==> config.mk <==
export PLATFORM = sky130hd
export DESIGN_NAME = rx_wide_read_port
export DESIGN_NICKNAME = d
export VERILOG_FILES = /design/src/rtl/rxwp_pkg.sv /design/src/rtl/rxwp_decode.sv /design/src/rtl/rxwp_chan_sel.sv /design/src/rtl/rxwp_lane_pack.sv /design/src/rtl/rx_wide_read_port.sv
export SDC_FILE = /design/constraint.sdc
export NUM_CORES = 1
export LEC_CHECK = 0
export BUFFER_PORTS_ARGS = -buffer_cell sky130_fd_sc_hd__buf_2
export CORE_AREA = 2 2 250 252
export DETAILED_ROUTE_END_ITERATION = 10
export DIE_AREA = 0 0 252 254
export SLEW_MARGIN = 20
export SYNTH_ARGS = -nofsm -noshare
export SYNTH_HDL_FRONTEND = slang
export SYNTH_SLANG_ARGS = --single-unit
==> constraint.sdc <==
create_clock -name clk -period 5.1 [get_ports clk]
set_input_delay 0.51 -clock clk [delete_from_list [all_inputs] [get_ports clk]]
set_output_delay 0.51 -clock clk [all_outputs]
set_load 0.005 [all_outputs]
==> src/rtl/rxwp_pkg.sv <==
package rxwp_pkg;
  typedef enum logic [1:0] {
    WIN_NONE = 2'd0,
    WIN_DATA = 2'd1,
    WIN_STAT = 2'd2,
    WIN_HOLD = 2'd3
  } rxwp_win_e;
endpackage

==> src/rtl/rxwp_decode.sv <==
module rxwp_decode
  import rxwp_pkg::*;
#(
  parameter int NUM_CH = 8,
  parameter int ADDR_W = 12,
  localparam int CH_W = ADDR_W - 9
) (
  input  logic [ADDR_W-1:0] addr,
  input  logic              write,
  output rxwp_win_e         win,
  output logic [CH_W-1:0]   chan
);
  logic ch_ok;

  assign chan = addr[ADDR_W-1:9];

  generate
    if (NUM_CH < (1 << CH_W)) begin : g_partial
      assign ch_ok = (int'(chan) < NUM_CH);
    end else begin : g_full
      assign ch_ok = 1'b1;
    end
  endgenerate

  always_comb begin
    win = WIN_NONE;
    if (!write && ch_ok) begin
      if (addr[8]) begin
        if (addr[7])       win = WIN_STAT;
        else if (!addr[6]) win = WIN_DATA;
      end else if (addr[7:0] == 8'h00) begin
        win = WIN_HOLD;
      end
    end
  end
endmodule

==> src/rtl/rxwp_chan_sel.sv <==
module rxwp_chan_sel #(
  parameter int NUM_CH = 8,
  parameter int CNT_W  = 7,
  parameter int POP_W  = 3,
  parameter int LANES  = 4,
  parameter int CH_W   = 3
) (
  input  logic [CH_W-1:0]             chan,
  input  logic                        fire,
  input  logic [POP_W-1:0]            pop_cnt,
  input  logic [NUM_CH*CNT_W-1:0]     all_count,
  input  logic [NUM_CH*LANES*8-1:0]   all_data,
  input  logic [NUM_CH*LANES*8-1:0]   all_stat,
  output logic [CNT_W-1:0]            sel_count,
  output logic [LANES*8-1:0]          sel_data,
  output logic [LANES*8-1:0]          sel_stat,
  output logic [NUM_CH*POP_W-1:0]     pop_num
);
  always_comb begin
    sel_count = '0;
    sel_data  = '0;
    sel_stat  = '0;
    for (int c = 0; c < NUM_CH; c++) begin
      if (chan == CH_W'(c)) begin
        sel_count = all_count[c*CNT_W +: CNT_W];
        sel_data  = all_data[c*LANES*8 +: LANES*8];
        sel_stat  = all_stat[c*LANES*8 +: LANES*8];
      end
    end
  end

  generate
    for (genvar c = 0; c < NUM_CH; c++) begin : g_pop
      assign pop_num[c*POP_W +: POP_W] =
        (fire && chan == CH_W'(c)) ? pop_cnt : '0;
    end
  endgenerate
endmodule

==> src/rtl/rxwp_lane_pack.sv <==
module rxwp_lane_pack
  import rxwp_pkg::*;
#(
  parameter int LANES = 4,
  parameter int CNT_W = 7,
  parameter int POP_W = 3
) (
  input  rxwp_win_e            win,
  input  logic [LANES-1:0]     be,
  input  logic [CNT_W-1:0]     count,
  input  logic [LANES*8-1:0]   peek_data,
  input  logic [LANES*8-1:0]   peek_stat,
  output logic [LANES*8-1:0]   word,
  output logic [POP_W-1:0]     pops,
  output logic                 underflow
);
  localparam int HALVES = LANES / 2;

  int slot;

  always_comb begin
    word      = '0;
    underflow = 1'b0;
    slot      = 0;
    unique case (win)
      WIN_DATA: begin
        for (int i = 0; i < LANES; i++) begin
          if (be[i]) begin
            if (slot < int'(count)) word[i*8 +: 8] = peek_data[slot*8 +: 8];
            else                    underflow = 1'b1;
            slot = slot + 1;
          end
        end
      end
      WIN_STAT: begin
        for (int h = 0; h < HALVES; h++) begin
          if (be[2*h] && be[2*h+1]) begin
            if (slot < int'(count)) begin
              word[(2*h)*8 +: 8]   = peek_data[slot*8 +: 8];
              word[(2*h+1)*8 +: 8] = peek_stat[slot*8 +: 8];
            end else begin
              underflow = 1'b1;
            end
            slot = slot + 1;
          end
        end
      end
      WIN_HOLD: begin
        if (be == LANES'(1)) begin
          if (count != '0) word[7:0] = peek_data[7:0];
          else             underflow = 1'b1;
          slot = 1;
        end
      end
      default: begin
        slot = 0;
      end
    endcase
    pops = (slot < int'(count)) ? POP_W'(slot) : POP_W'(count);
  end
endmodule

==> src/rtl/rx_wide_read_port.sv <==
module rx_wide_read_port
  import rxwp_pkg::*;
#(
  parameter int NUM_CH = 8,
  parameter int DEPTH  = 64,
  parameter int ADDR_W = 12,
  parameter int DATA_W = 32,
  localparam int LANES = DATA_W / 8,
  localparam int CNT_W = $clog2(DEPTH + 1),
  localparam int POP_W = $clog2(LANES + 1),
  localparam int CH_W  = ADDR_W - 9
) (
  input  logic                       clk,
  input  logic                       rst_n,
  input  logic                       req_valid,
  output logic                       req_ready,
  input  logic                       req_write,
  input  logic [ADDR_W-1:0]          req_addr,
  input  logic [LANES-1:0]           req_be,
  output logic                       rsp_valid,
  input  logic                       rsp_ready,
  output logic [DATA_W-1:0]          rsp_data,
  output logic                       rsp_underflow,
  input  logic [NUM_CH*CNT_W-1:0]    fifo_count,
  input  logic [NUM_CH*LANES*8-1:0]  fifo_peek_data,
  input  logic [NUM_CH*LANES*8-1:0]  fifo_peek_stat,
  output logic [NUM_CH*POP_W-1:0]    fifo_pop_num
);
  rxwp_win_e           win;
  logic [CH_W-1:0]     chan;
  logic [CNT_W-1:0]    sel_count;
  logic [DATA_W-1:0]   sel_data;
  logic [DATA_W-1:0]   sel_stat;
  logic [DATA_W-1:0]   packed_word;
  logic [POP_W-1:0]    pop_cnt;
  logic                pack_uf;
  logic                accept;

  assign req_ready = !rsp_valid || rsp_ready;
  assign accept    = req_valid && req_ready;

  rxwp_decode #(.NUM_CH(NUM_CH), .ADDR_W(ADDR_W)) u_dec (
    .addr (req_addr),
    .write(req_write),
    .win  (win),
    .chan (chan)
  );

  rxwp_chan_sel #(
    .NUM_CH(NUM_CH), .CNT_W(CNT_W), .POP_W(POP_W), .LANES(LANES), .CH_W(CH_W)
  ) u_sel (
    .chan     (chan),
    .fire     (accept),
    .pop_cnt  (pop_cnt),
    .all_count(fifo_count),
    .all_data (fifo_peek_data),
    .all_stat (fifo_peek_stat),
    .sel_count(sel_count),
    .sel_data (sel_data),
    .sel_stat (sel_stat),
    .pop_num  (fifo_pop_num)
  );

  rxwp_lane_pack #(.LANES(LANES), .CNT_W(CNT_W), .POP_W(POP_W)) u_pack (
    .win      (win),
    .be       (req_be),
    .count    (sel_count),
    .peek_data(sel_data),
    .peek_stat(sel_stat),
    .word     (packed_word),
    .pops     (pop_cnt),
    .underflow(pack_uf)
  );

  always_ff @(posedge clk) begin
    if (!rst_n) begin
      rsp_valid     <= 1'b0;
      rsp_data      <= '0;
      rsp_underflow <= 1'b0;
    end else if (accept) begin
      rsp_valid     <= 1'b1;
      rsp_data      <= packed_word;
      rsp_underflow <= pack_uf;
    end else if (rsp_ready) begin
      rsp_valid     <= 1'b0;
    end
  end
endmodule

==> results.py, run 1 <==
metrics = {
    "logic_synthesis": {
        "synth_top_cell_by_area": "mux4_2",
        "yosysWarnings": 0,
        "ys_top_cells_by_area": "mux4_2, dfxtp_1, mux2_2",
        "synth_most_common_cell": "mux4_2",
        "ys_ff_latch": 34,
        "syn_inst": 735,
        "synth_cell_types": 78,
        "synth_seq_area_share_pct": 10.51,
        "ys.flop_type": "dfxtp_1",
        "synth_edf_count": 0,
        "synth_area_um2": 6475,
        "synth_top_area_share_pct": 20.52,
        "async_reset_ff_share_pct": 0,
        "synthTopCellsByCount": "mux4_2, nor2_1, nand2_1",
        "syn_area_per_cell_um2": 8.809,
        "synthesis.nets": 1339,
    },
    "floorplanning": {
        "die_w_um": 252,
        "design.die.area_um2": 64010,
        "coreArea_um2": 61260,
        "ioPinCount": 648,
        "start_util_pct": 10.57,
        "dieHeight_um": 254,
        "rows": 91,
    },
    "timing": {
        "setup_tns_ns": 0,
        "max_freq_mhz": 212.4,
        "hold_violations": 0,
        "rsz0062_at_grt": "no",
        "period_share_pct": 92.30,
        "whs_ns": 0.4578,
        "tightest_slew_ns": 0.8898,
        "slew_violations": 0,
        "setup_viol": 0,
        "finClkSkew_ns": 0.009947,
        "setup_slack_ns": 0.3925,
        "maxSlewHeadroom_pct": 40.46,
        "finalCriticalPeriod_ns": 4.708,
    },
    "routing": {
        "via_per_inst": 4.264,
        "drc": 0,
        "postRouteAntennaNets": 0,
        "drt_wl_total_um": 46970,
        "wl_per_cell_um": 23.16,
        "vias": 8648,
        "dr.pass1.iters": 5,
        "dr.first_iter.drc_count": 576,
    },
    "worst_setup_path": {
        "crit_fanout": 11,
        "path_class": "input port to output port",
        "cp_data_required_time_ns": 4.59,
        "crit_arrival_ns": 4.20,
        "reg2reg_depth": 6,
        "crit_path_start_kind": "input port",
        "cp-end-kind": "output port",
    },
    "place": {
        "port-buffer-count": 519,
        "dp_cells": 2010,
        "dp_slack_ns": 0.3152,
        "post-dp-hpwl_um": 40520,
        "place_congestion": 0.8686,
    },
    "cts": {
        "clkSlewWorstSetupHoldPaths_ns": 0.05,
        "cts_tree": "built",
        "numCtsBuffers": 5,
        "cts_hold_buf": 0,
        "clk_latency_ns": 0.29,
        "root_buffer": "clkbuf_16",
        "clock-sinks": 34,
        "cts_setup_buffers": 0,
        "cts_buffer_depth": 2,
        "htreeDepth": 2,
    },
    "global_routing": {
        "grt_pass1_vias": 8415,
        "grt_pass1_wl_um": 61550,
        "grt_overflow_total": 0,
        "antenna_found_initial": 34,
        "groute.usage.overall_pct": 13.73,
        "grt_max_degree": 50,
    },
    "status": {
        "outcome": "completed",
    },
    "pwr": {
        "power_uw": 1499,
        "ir_worst_vdd_mv": 0.1036,
        "power_density_nw_per_um2": 146.6,
        "p_leak_uw": 0.004514,
    },
    "worst_hold_path": {
        "hold_path_depth": 1,
        "holdCritPathClass": "flip-flop to flip-flop",
    },
    "cells_and_area": {
        "layoutNonFillerInstCount": 2028,
        "nFillCells": 7065,
        "syn_to_final_growth_pct": 57.89,
        "final_nets": 1831,
        "drive_gt1_share_pct": 55.66,
    },
    "run": {
        "max-cap-violations": 0,
    },
}
==> routing by layer <==
metal | share of wire (%) | GRT usage (%)
met1 | 44 | 18.37
met2 | 44 | 21.52
met3 | 7.3 | 3.083
met4 | 3.7 | 4.970
met5 | 0.24 | 0
==> layout by cell type (no fill, tap or decap), types with 14 or more instances in the layout <==
master    Yosys  routed
inv_1        18      16
a21oi_1      39      38
nand3_1      18      17
buf_2        18     516
nand2_1      48      48
nand2b_1     25      25
dfxtp_1      34      34
nor2_1       49      49
nor3_1       28      27
a211oi_1     18      18
mux2i_1      31      31
o22ai_1      22      22
o21a_1       19      19
o21ai_0      23      23
a221o_1      25      25
a311oi_1     18      18
buf_4         6      36
mux2_2       29      29
mux4_2       59      59
ha_1         15      14
==> worst max-delay path: stages <==
cell,delay [ns]
buf_2,0.26
clkinv_1,0.15
ha_1,0.21
and2_1,0.16
or2_2,0.40
inv_2,0.15
ha_1,0.24
nand2_1,0.07
o31ai_1,0.07
a22oi_1,0.20
nor2_1,0.13
ha_1,0.29
nand2_1,0.06
a31oi_1,0.19
o21ai_1,0.16
a21o_1,0.33
a2111oi_1,0.41
buf_2,0.18
==> state kept, by name, summed over array words and instances (netlist names) <==
signal and count:
rsp_valid 1, rsp_data 32, rsp_underflow 1
==> metrics by stage <==
stage	cell area [um^2]	util, %
after global routing	10220	16.68
final	10220	16.69
after detailed placement	10000	16.33
after floorplan	6475	-
after global placement	10000	16.33
after CTS	10170	16.61
==> power breakdown <==
part | internal [uW] | switching (uW)
clock | 242 | 129
combinational | 390 | 470
sequential | 268 | 1.12
total | 899 | 600
==> cell type report <==
| class | instances | area [um^2] | share of cell area, % |
|---|---|---|---|
| clock inverter | 1 | 30.03 | 0.2937 |
| antenna | 11 | 27.53 | 0.2692 |
| timing repair buffer | 554 | 2884 | 28.21 |
| clock buffer | 6 | 138.9 | 1.358 |
| tap | 790 | 988.4 | 9.668 |
| sequential | 34 | 680.7 | 6.658 |
| multi-input combinational | 611 | 5395 | 52.77 |
| inverter | 21 | 78.83 | 0.7710 |
==> cells by family after synthesis <==
group / share of synthesized area [%]
xor gates and xnor gates: 0.5219
AOI/OAI and AO/OA: 31.59
muxes: 31.81
buffers and inverters: 6.841
adders and majority gates: 3.053
other: 0.05792
DFF: 10.51
and+or+nand+nor: 15.61
==> timing repair <==
item                                   CTS  global route
setup endpoints to repair                0             6
endpoints found under the hold margin    0             0
gates resized for setup                  0             4
==> final timing paths <==
check / startpoint / end / slack, ns
worst max register to register: rsp_valid / rsp_data[12] / 2.89
worst min register to register: rsp_data[18] / rsp_data[18] / 0.46
worst max-delay path: req_be[0] / fifo_pop_num[9] / 0.39
worst min-delay path: rsp_data[18] / rsp_data[18] / 0.46
(Power assumes the default switching activity.)
==> run 2, diff against run 1 <==
Settings changed: CORE_AREA 2 2 250 252 to 10 10 243 245, DIE_AREA 0 0 252 254 to 0 0 253 255.
==> run 2 against run 1 <==
Against the previous run:
- critical path depth is the same
- combinational power is 2% lower
- final area fell by 2.0%
- count of clock-buffer cells in the layout is the same
- wire length is 2.1% higher
- non-clock buffer count shrank 4
- hold slack lost 0.0044 ns
- worst setup slack worse by 0.029 ns
- clock power decreased by 12%
- die area grew 0.79%
- sequential power is essentially flat
- cell count is 4.8% lower
- critical path type unchanged
- largest power group unchanged
==> results.py, run 2 (same netlist as run 1, synthesis figures left out) <==
metrics = {
    "place": {
        "port-buffer-count": 519,
        "post-dp-hpwl_um": 42220,
        "place_congestion": 0.8574,
        "dp_cells": 1920,
    },
    "routing": {
        "dr.pass1.iters": 5,
        "via_per_inst": 4.437,
        "highest_layer": "met5",
        "dr_wl_met3_um": 3737,
        "drt_wl_total_um": 47970,
        "wl_per_cell_um": 24.84,
        "routed-wl-met2_um": 23000,
        "vias": 8567,
        "postRouteAntennaNets": 0,
        "wl_met1_um": 20410,
        "drc": 0,
        "dr.first_iter.drc_count": 513,
    },
    "floorplanning": {
        "start_util_pct": 11.89,
        "ioPinCount": 648,
        "rows": 86,
        "coreArea_um2": 54450,
        "design.die.area_um2": 64520,
        "dieHeight_um": 255,
        "die_w_um": 253,
    },
    "cells_and_area": {
        "top_register": "rsp_data",
        "largest_reg_flops": 32,
        "top_regs": "rsp_data x32, rsp_underflow x1, rsp_valid x1",
        "drive_gt1_share_pct": 55.23,
        "layoutNonFillerInstCount": 1931,
        "final_nets": 1827,
        "final_cell_mix": "buf_2, mux4_2, nor2_1",
        "final_common_cell": "buf_2",
        "syn_to_final_growth_pct": 54.76,
    },
    "worst_hold_path": {
        "holdCritPathClass": "flip-flop to flip-flop",
        "hp-start": "rsp_data[6]",
        "holdPathEnd": "rsp_data[6]",
        "hold_path_depth": 2,
    },
    "timing": {
        "setup_tns_ns": 0,
        "rsz0062_at_grt": "no",
        "slew_violations": 0,
        "max_freq_mhz": 211.1,
        "hold_violations": 0,
        "finClkSkew_ns": 0.003496,
        "maxSlewHeadroom_pct": 31.04,
        "setup_viol": 0,
        "finalCriticalPeriod_ns": 4.737,
        "tightest_slew_ns": 1.032,
        "period_share_pct": 92.88,
    },
    "worst_setup_path": {
        "reg2reg_depth": 5,
        "r2r_slack_ns": 2.39,
        "crit_fanout": 11,
        "cp-end-kind": "output port",
        "path_class": "input port to output port",
        "crit_arrival_ns": 4.23,
        "cp_data_required_time_ns": 4.59,
        "r2r_end": "rsp_data[9]",
        "r2r_start": "rsp_valid",
        "crit_path_start_kind": "input port",
    },
    "pwr": {
        "ir_worst_vdd_mv": 0.1381,
        "power_density_nw_per_um2": 143.5,
        "p_leak_uw": 0.004477,
    },
    "cts": {
        "htreeDepth": 2,
        "cts_buffer_depth": 2,
        "numCtsBuffers": 5,
        "cts_tree": "built",
        "clk_latency_ns": 0.29,
        "cts_setup_buffers": 0,
        "clock-sinks": 34,
        "root_buffer": "clkbuf_16",
        "clkSlewWorstSetupHoldPaths_ns": 0.06,
        "cts_hold_buf": 0,
    },
    "global_routing": {
        "groute.usage.overall_pct": 13.97,
        "grt_max_degree": 50,
        "grt_pass1_wl_um": 65280,
        "grt_overflow_total": 0,
        "grt_pass1_vias": 9179,
        "antenna_found_initial": 12,
    },
    "run": {
        "max-cap-violations": 0,
    },
    "status": {
        "outcome": "completed",
    },
}
==> run 2: worst max-delay path by stage <==
stage                         start                to  slack (ns)  depth (start not counted)
final                     req_be[0]  fifo_pop_num[21]        0.36                         18
after global routing      req_be[0]  fifo_pop_num[18]        0.02                         17
after CTS                 req_be[0]  fifo_pop_num[10]        0.32                         18
after detailed placement  req_be[0]  fifo_pop_num[10]        0.32                         18
after global placement    req_be[0]  fifo_pop_num[11]        0.34                         18
after floorplan           req_be[0]  fifo_pop_num[18]        0.38                         18
==> run 2: final cells by class <==
class                      instances  area, um^2
antenna                            3       7.507
timing repair buffer             550        2841
sequential                        34       680.7
tap                              704       880.8
clock inverter                     2       12.51
multi-input combinational        611        5380
fill                            6210       44430
clock buffer                       6       138.9
inverter                          21       78.83
==> run 2: layer usage <==
layer  GRT usage (%)  vias to the layer above
li1                -                     3952
met1           17.69                     4129
met2           23.63                      439
met3           3.431                       43
met4           2.839                        4
met5               0                        -
==> run 2: critical path, stage by stage <==
cell	delay, ns
buf_2	0.26
clkinv_1	0.14
ha_1	0.21
and2_1	0.16
or2_2	0.41
inv_2	0.16
ha_1	0.25
nand2_1	0.08
o31ai_1	0.07
a22oi_1	0.19
nor2_1	0.13
ha_1	0.29
nand2_1	0.07
a31oi_1	0.18
o21ai_1	0.16
a21o_1	0.32
a2111oi_1	0.44
buf_2	0.19
==> run 2: metrics by stage <==
| stage | worst slack (ns) | total power, uW | hold slack (ns) | utilization [%] | instance area [um^2] |
|---|---|---|---|---|---|
| floorplan | 0.3836 | 725.4 | 0.4527 | - | 6475 |
| global placement | 0.3439 | 1121 | 0.4401 | 18.09 | 9852 |
| detailed placement | 0.3244 | 1128 | 0.4448 | 18.10 | 9853 |
| CTS | 0.3160 | 1456 | 0.4552 | 18.37 | 10000 |
| global route | 0.02209 | 1539 | 0.4768 | 18.40 | 10020 |
| finish | 0.3632 | 1438 | 0.4534 | 18.40 | 10020 |
==> run 2: repair_timing <==
action / 4_1_cts / 5_1_grt
hold endpoints to repair: 0 / 0
endpoints found under the setup margin: 0 / 15
gates resized for setup: 0 / 3
==> run 2: where the power goes <==
part	internal [uW]	leakage (uW)	switching [uW]
clock	194	0.0000729	132
combinational	383	0.00413	460
sequential	268	0.000274	1.24
